==> config.mk <==
export PLATFORM = sky130hd
export DESIGN_NAME = split_cal_engine
export DESIGN_NICKNAME = d
export VERILOG_FILES = /design/src/rtl/cal_pkg.sv /design/src/rtl/cal_corr_table.sv /design/src/rtl/cal_gain.sv /design/src/rtl/cal_combine.sv /design/src/rtl/split_cal_engine.sv
export SDC_FILE = /design/constraint.sdc
export NUM_CORES = 2
export LEC_CHECK = 0
export ABC_AREA = 1
export BUFFER_PORTS_ARGS = -buffer_cell sky130_fd_sc_hd__buf_2
export CORE_MARGIN = 3
export CORE_UTILIZATION = 65
export DETAILED_ROUTE_END_ITERATION = 16
export PLACE_DENSITY = 0.81
export SLEW_MARGIN = 20
export SYNTH_ARGS = -nofsm -noshare
export SYNTH_HDL_FRONTEND = slang
export SYNTH_SLANG_ARGS = --single-unit
==> constraint.sdc <==
create_clock -name clk -period 39.6 [get_ports clk]
set_input_delay 3.96 -clock clk [delete_from_list [all_inputs] [get_ports clk]]
set_output_delay 3.96 -clock clk [all_outputs]
set_load 0.01 [all_outputs]
==> src/rtl/cal_pkg.sv <==
package cal_pkg;
  // Clamp a wide signed value into the signed range of w bits.
  function automatic logic signed [47:0] clamp_s(input logic signed [47:0] v, input int unsigned w);
    logic signed [47:0] hi;
    logic signed [47:0] lo;
    hi = (48'sd1 <<< (w - 1)) - 48'sd1;
    lo = -(48'sd1 <<< (w - 1));
    if (v > hi) return hi;
    if (v < lo) return lo;
    return v;
  endfunction
endpackage

==> src/rtl/cal_corr_table.sv <==
module cal_corr_table
  import cal_pkg::*;
#(
  parameter int CW    = 4,
  parameter int EW    = 16,
  parameter int DW    = 24,
  parameter int MU_SH = 4,
  localparam int NLEV = 1 << CW,
  localparam int SW   = EW + CW
) (
  input  logic                 clk,
  input  logic                 rst_n,
  input  logic [CW-1:0]        rd_code,
  input  logic                 upd_en,
  input  logic [CW-1:0]        upd_idx,
  input  logic                 upd_neg,
  input  logic signed [DW-1:0] upd_err,
  output logic signed [SW-1:0] cum
);
  logic signed [EW-1:0] est_q [NLEV];
  logic signed [SW-1:0] pre   [NLEV];
  logic signed [47:0]   step;
  logic signed [47:0]   nxt;

  // next value of the addressed level term
  always_comb begin
    step = 48'(upd_err) >>> MU_SH;
    if (upd_neg) step = -step;
    nxt = clamp_s(48'(est_q[upd_idx]) + step, EW);
  end

  for (genvar k = 0; k < NLEV; k++) begin : g_lvl
    logic hit;
    assign hit = upd_en && (upd_idx == CW'(k)) && (k != 0);
    always_ff @(posedge clk or negedge rst_n) begin
      if (!rst_n)   est_q[k] <= '0;
      else if (hit) est_q[k] <= nxt[EW-1:0];
    end
    if (k == 0) begin : g_base
      assign pre[k] = '0;
    end else begin : g_acc
      assign pre[k] = pre[k-1] + SW'(est_q[k]);
    end
  end

  assign cum = pre[rd_code];
endmodule

==> src/rtl/cal_gain.sv <==
module cal_gain
  import cal_pkg::*;
#(
  parameter int AW   = 16,
  parameter int AF   = 12,
  parameter int DW   = 24,
  parameter int A_SH = 6
) (
  input  logic                 clk,
  input  logic                 rst_n,
  input  logic signed [DW-1:0] y_in,
  output logic signed [DW-1:0] y_out,
  input  logic                 upd_en,
  input  logic signed [DW-1:0] err,
  output logic signed [AW-1:0] alpha
);
  localparam logic signed [AW-1:0] UNITY = AW'(1 << AF);

  logic signed [47:0] prod;
  logic signed [47:0] ysat;
  logic signed [47:0] a_nxt;

  always_comb begin
    prod  = (48'(y_in) * 48'(alpha)) >>> AF;
    ysat  = clamp_s(prod, DW);
    y_out = ysat[DW-1:0];
    a_nxt = clamp_s(48'(alpha) + (48'(err) >>> A_SH), AW);
  end

  always_ff @(posedge clk or negedge rst_n) begin
    if (!rst_n)      alpha <= UNITY;
    else if (upd_en) alpha <= a_nxt[AW-1:0];
  end
endmodule

==> src/rtl/cal_combine.sv <==
module cal_combine #(
  parameter int DW   = 24,
  parameter int FRAC = 6,
  parameter int OW   = 11
) (
  input  logic signed [DW-1:0] ya,
  input  logic signed [DW-1:0] yb,
  output logic [OW-1:0]        code
);
  localparam logic signed [DW:0] TOP = (DW+1)'((1 << OW) - 1);

  logic signed [DW:0] sum;
  logic signed [DW:0] m;

  always_comb begin
    sum = (DW+1)'(ya) + (DW+1)'(yb);
    m   = (sum >>> 1) >>> FRAC;
    if (m[DW])       code = '0;
    else if (m > TOP) code = '1;
    else             code = m[OW-1:0];
  end
endmodule

==> src/rtl/split_cal_engine.sv <==
module split_cal_engine
  import cal_pkg::*;
#(
  parameter int ST_W  = 4,
  parameter int BE_W  = 7,
  parameter int FRAC  = 6,
  parameter int EW    = 16,
  parameter int ACC_W = 24,
  parameter int AW    = 16,
  parameter int AF    = 12,
  parameter int MU_SH = 4,
  parameter int A_SH  = 6,
  localparam int OUT_W = ST_W + BE_W
) (
  input  logic             clk,
  input  logic             rst_n,
  input  logic             cal_en,
  input  logic             in_valid,
  output logic             in_ready,
  input  logic [ST_W-1:0]  code_a,
  input  logic [BE_W-1:0]  word_a,
  input  logic [ST_W-1:0]  code_b,
  input  logic [BE_W-1:0]  word_b,
  output logic             out_valid,
  output logic [OUT_W-1:0] out_code
);
  localparam int RAW_W = ST_W + BE_W;
  localparam int SW    = EW + ST_W;
  localparam logic [ST_W:0] STEP1 = (ST_W+1)'(1);

  // reset release synchroniser
  logic [1:0] rs_q;
  logic       srst_n;

  always_ff @(posedge clk or negedge rst_n) begin
    if (!rst_n) rs_q <= '0;
    else        rs_q <= {rs_q[0], 1'b1};
  end
  assign srst_n = rs_q[1];

  logic                    accept;
  logic                    s1_v, s1_en;
  logic [ST_W-1:0]         s1_ca, s1_cb;
  logic [RAW_W-1:0]        s1_ra, s1_rb;
  logic                    s2_v, s2_en;
  logic [ST_W-1:0]         s2_ca, s2_cb;
  logic signed [ACC_W-1:0] s2_ya, s2_ybu;
  logic signed [SW-1:0]    cum_a, cum_b;
  logic signed [47:0]      ya_w, ybu_w, err_w;
  logic signed [ACC_W-1:0] ya_d, ybu_d, yb_s, err;
  logic [OUT_W-1:0]        code_d;
  logic                    upd_ok, adj_a, adj_b, same;
  logic signed [AW-1:0]    alpha_w;

  assign accept   = in_valid && in_ready;
  assign in_ready = srst_n && !(s1_v || s2_v);

  // next-state datapath
  always_comb begin
    ya_w  = clamp_s((48'($signed({1'b0, s1_ra})) <<< FRAC) + 48'(cum_a), ACC_W);
    ybu_w = clamp_s((48'($signed({1'b0, s1_rb})) <<< FRAC) + 48'(cum_b), ACC_W);
    ya_d  = ya_w[ACC_W-1:0];
    ybu_d = ybu_w[ACC_W-1:0];
    err_w = clamp_s(48'(s2_ya) - 48'(yb_s), ACC_W);
    err   = err_w[ACC_W-1:0];
    upd_ok = s2_v && s2_en;
    adj_b  = upd_ok && ({1'b0, s2_cb} == ({1'b0, s2_ca} + STEP1));
    adj_a  = upd_ok && ({1'b0, s2_ca} == ({1'b0, s2_cb} + STEP1));
    same   = upd_ok && (s2_ca == s2_cb);
  end

  // pipeline registers
  always_ff @(posedge clk or negedge srst_n) begin
    if (!srst_n) begin
      s1_v <= 1'b0; s1_en <= 1'b0; s1_ca <= '0; s1_cb <= '0; s1_ra <= '0; s1_rb <= '0;
      s2_v <= 1'b0; s2_en <= 1'b0; s2_ca <= '0; s2_cb <= '0; s2_ya <= '0; s2_ybu <= '0;
      out_valid <= 1'b0; out_code <= '0;
    end else begin
      s1_v <= accept;
      if (accept) begin
        s1_en <= cal_en;
        s1_ca <= code_a;
        s1_cb <= code_b;
        s1_ra <= {code_a, word_a};
        s1_rb <= {code_b, word_b};
      end
      s2_v <= s1_v;
      if (s1_v) begin
        s2_en  <= s1_en;
        s2_ca  <= s1_ca;
        s2_cb  <= s1_cb;
        s2_ya  <= ya_d;
        s2_ybu <= ybu_d;
      end
      out_valid <= s2_v;
      if (s2_v) out_code <= code_d;
    end
  end

  cal_corr_table #(.CW(ST_W), .EW(EW), .DW(ACC_W), .MU_SH(MU_SH)) u_tab_a (
    .clk(clk), .rst_n(srst_n), .rd_code(s1_ca), .upd_en(adj_a),
    .upd_idx(s2_ca), .upd_neg(1'b1), .upd_err(err), .cum(cum_a)
  );

  cal_corr_table #(.CW(ST_W), .EW(EW), .DW(ACC_W), .MU_SH(MU_SH)) u_tab_b (
    .clk(clk), .rst_n(srst_n), .rd_code(s1_cb), .upd_en(adj_b),
    .upd_idx(s2_cb), .upd_neg(1'b0), .upd_err(err), .cum(cum_b)
  );

  cal_gain #(.AW(AW), .AF(AF), .DW(ACC_W), .A_SH(A_SH)) u_gain (
    .clk(clk), .rst_n(srst_n), .y_in(s2_ybu), .y_out(yb_s),
    .upd_en(same), .err(err), .alpha(alpha_w)
  );

  cal_combine #(.DW(ACC_W), .FRAC(FRAC), .OW(OUT_W)) u_comb (
    .ya(s2_ya), .yb(yb_s), .code(code_d)
  );
endmodule

==> results.sh <==
export IMPL_status="complete, no violations"
export IMPL_die_w_um=341
export IMPL_synthCells=10100
export IMPL_nets=11100
export IMPL_postCtsResizedCells=0
export IMPL_syn_nets=11300
export IMPL_path_common_cell="a21oi_1"
export IMPL_start_util_pct=65.8
export IMPL_grt_pass1_wl_um=388000
export IMPL_ff2ff_path_depth=71
export IMPL_path_class="reg2reg"
export IMPL_synth_area_leaders="dfrtp_1 (20%), ha_1 (13%), nand2_1 (12%)"
export IMPL_finalCritPeriodShare_pct=43.7
export IMPL_end_kind="register"
export IMPL_r2r_start="u_gain.alpha[5]$_DFFE_PN0P_"
export IMPL_worstHoldPathType="reg2async"
export IMPL_ys_types=88
export IMPL_cts_hold_buf=0
export IMPL_place_gp_congestion=1.02
export IMPL_cts_tree="yes"
export IMPL_grt_pass1_vias=69400
export IMPL_setup_viol=0
export IMPL_final_max_slew_viol_count=0
export IMPL_path_delay_family="compound AO/OA/AOI/OAI gates"
export IMPL_syn_area_per_cell_um2=7.21
export IMPL_postCtsSetupRepairBufs=0
export IMPL_drt_iter0_markers=7879
export IMPL_wire_per_inst_um=21.6
export IMPL_io_buffers=38
export IMPL_ctsRootBufferMaster="clkbuf_16"
export IMPL_period_minus_slack_ns=17.30
export IMPL_overflow=0
export IMPL_dieArea_um2=117000
export IMPL_crit_path_max_incr_delay_ns=1.16
export IMPL_hold_violations=0
export IMPL_drtAntennaViolNets=0
export IMPL_finalWirelength_um=248000
export IMPL_hpwlAfterDp_um=186000
export IMPL_fp_dieH_um=341
export IMPL_cp_depth=71
export IMPL_antenna_found_initial=6
export IMPL_route_detailed_drc=0
export IMPL_crit_path_top_delay_cell="dfrtp_1"
export IMPL_pin_count=39
export IMPL_syn2layout_area_growth_pct=5.43
export IMPL_final_area_um2=77100
export IMPL_cp_required_ns=40.16
export IMPL_fmax_mhz=57.8
export IMPL_ys_seq_area_share_pct=20.1
export IMPL_dr_pass1_iters=8
export IMPL_tns_ns=0
export IMPL_worst_slew_pin_slew_ns=1.27
export IMPL_critPathMaxFanout=24
export IMPL_arrival_ns=17.86
export IMPL_multi_input_area_um2=50900
export IMPL_netlist_area_um2=73200
export IMPL_rsz0062_at_grt="no"
export IMPL_synth_top_area_cell="dfrtp_1"
export IMPL_critPathLaunch="u_gain.alpha[5]$_DFFE_PN0P_"
export IMPL_fp_coreArea_um2=111000
export IMPL_cts_buffers=77
export IMPL_cts_clk_slew_worst_paths_ns=0.06
export IMPL_ys_flop_type="dfrtp_1"
export IMPL_ys_seq_elements=588
export IMPL_grt_usage_pct=42.2
export IMPL_insertion_delay_ns=0.69
export IMPL_drive_gt1_share_pct=5.42
export IMPL_rows=122
export IMPL_num_vias=70800
export IMPL_regArea_um2=14700
export IMPL_ys_warn_count=0
export IMPL_nFillCells=9534
export IMPL_max_slew_margin_pct=14.1
export IMPL_fin_worst_skew_ns=0.0336
export IMPL_dpl_cell_area_um2=74300
export IMPL_viasPerCell=6.17
export IMPL_grt_max_degree=147
export IMPL_cts_path_max_buffers=3
export IMPL_synth_top_area_share_pct=20.1
export IMPL_synthArstFlopShare_pct=100
export IMPL_clock_sinks=588
export IMPL_h_tree_depth=3
export IMPL_crit_buf_inv=8
export IMPL_drv_cap=0
export IMPL_synth_edf_count=0
export IMPL_critPathLaunchType="register"
==> per-stage QoR <==
stage	util, %	hold slack, ns	setup WS, ns	std cells
6_report	69.4	0.329	22.30	11500
5_1_grt	69.4	0.358	21.29	11500
4_1_cts	69.4	0.347	22.67	11500
3_5_place_dp	66.9	0.341	22.78	11300
3_3_place_gp	66.9	0.344	23.14	11300
2_1_floorplan	-	0.331	21.85	10100
==> routing by layer <==
| metal | up-vias | GRT usage [%] | share of wire (%) |
|---|---|---|---|
| li1 | 32600 | - | - |
| met1 | 33500 | 56.6 | 40 |
| met2 | 3891 | 63.0 | 42 |
| met3 | 758 | 12.8 | 13 |
| met4 | 6 | 18.6 | 4.8 |
| met5 | - | 0 | 0.012 |
==> path summary, 6_finish.rpt <==
kind,endpoint,slack (ns)
worst max-delay path,u_tab_a.est_q[224]$_DFFE_PN0P_,22.30
worst min-delay path,u_tab_b.est_q[162]$_DFFE_PN0P_,0.33
worst max register to register,u_tab_a.est_q[224]$_DFFE_PN0P_,22.30
worst min register to register,u_tab_b.est_q[162]$_DFFE_PN0P_,0.33
max in group asynchronous,rs_q[1]$_DFF_PN0_,36.43
min in group clk,rs_q[1]$_DFF_PN0_,0.35
==> final cells by class <==
class / instances / area share (%)
Clock inverter: 31 / 0.618
Inverter: 1573 / 7.66
Timing Repair Buffer: 139 / 1.28
Clock buffer: 109 / 2.94
Multi-Input combinational cell: 7554 / 66.0
Sequential cell: 588 / 19.1
Antenna cell: 3 / 0.00973
Tap cell: 1488 / 2.41
==> cell families after synthesis <==
group,share of synthesized area (%)
buf+inv,10.5
flops,20.1
other cells,0.00513
mux,0.551
simple gates,18.5
compound gates,19.2
xor+xnor,6.93
fa+ha+maj,24.1
==> cell usage in the layout, fill, tap and decap left out, types with 16 or more instances in the layout <==
cell type	instances
o22ai_1	23
a31oi_1	39
or2_2	36
nand3b_1	23
a221oi_1	34
nor3_1	47
inv_2	44
xnor2_1	196
clkbuf_8	20
nand3_1	374
nand2_2	27
o21ai_2	26
fa_1	405
o21ai_1	112
and2_1	17
clkbuf_16	78
a21oi_1	920
a22o_1	16
o21bai_1	63
mux2_2	34
a21o_1	34
inv_1	1520
nand2_1	2277
o31ai_1	29
nor3_2	20
a32o_1	24
nor2_1	422
a21boi_1	18
dfrtp_1	576
xor2_1	381
nand4_1	28
o221ai_1	29
buf_4	98
o21ai_0	895
ha_1	763
o211ai_1	74
buf_2	38
==> cells in the mapped netlist (all sizes together) (67+ instances only) <==
| library cell | count |
|---|---|
| o21ai | 1046 |
| nand2 | 2314 |
| fa | 405 |
| xor2 | 381 |
| nand3 | 381 |
| buf | 86 |
| inv | 1564 |
| dfrtp | 587 |
| o211ai | 75 |
| xnor2 | 197 |
| ha | 763 |
| a21oi | 927 |
| clkbuf | 342 |
| nor3 | 67 |
| o21bai | 69 |
| nor2 | 428 |
==> sequential cells by signal, summed over array words and instances, names as in the netlist, 4 cells and up <==
| signal | cells |
|---|---|
| out_code | 11 |
| u_gain.alpha | 16 |
| s2_cb | 4 |
| s1_ca | 4 |
| s2_ya | 22 |
| s1_cb | 4 |
| u_tab_a.est_q | 240 |
| u_tab_b.est_q | 240 |
| s1_rb | 7 |
| s2_ybu | 22 |
| s1_ra | 7 |
| s2_ca | 4 |
==> worst reg2reg max path: cells and delay by family (launching register included) <==
family / cells / cell delay [ns]
buf+inv: 8 / 1.09
fa+ha+maj: 10 / 3.77
compound gates: 33 / 8.50
simple gates: 18 / 2.13
flops: 1 / 1.16
xor+xnor: 2 / 0.58
Power is not shown: default switching activity piles up to over one toggle a cycle in this logic, so the estimate is an artifact.
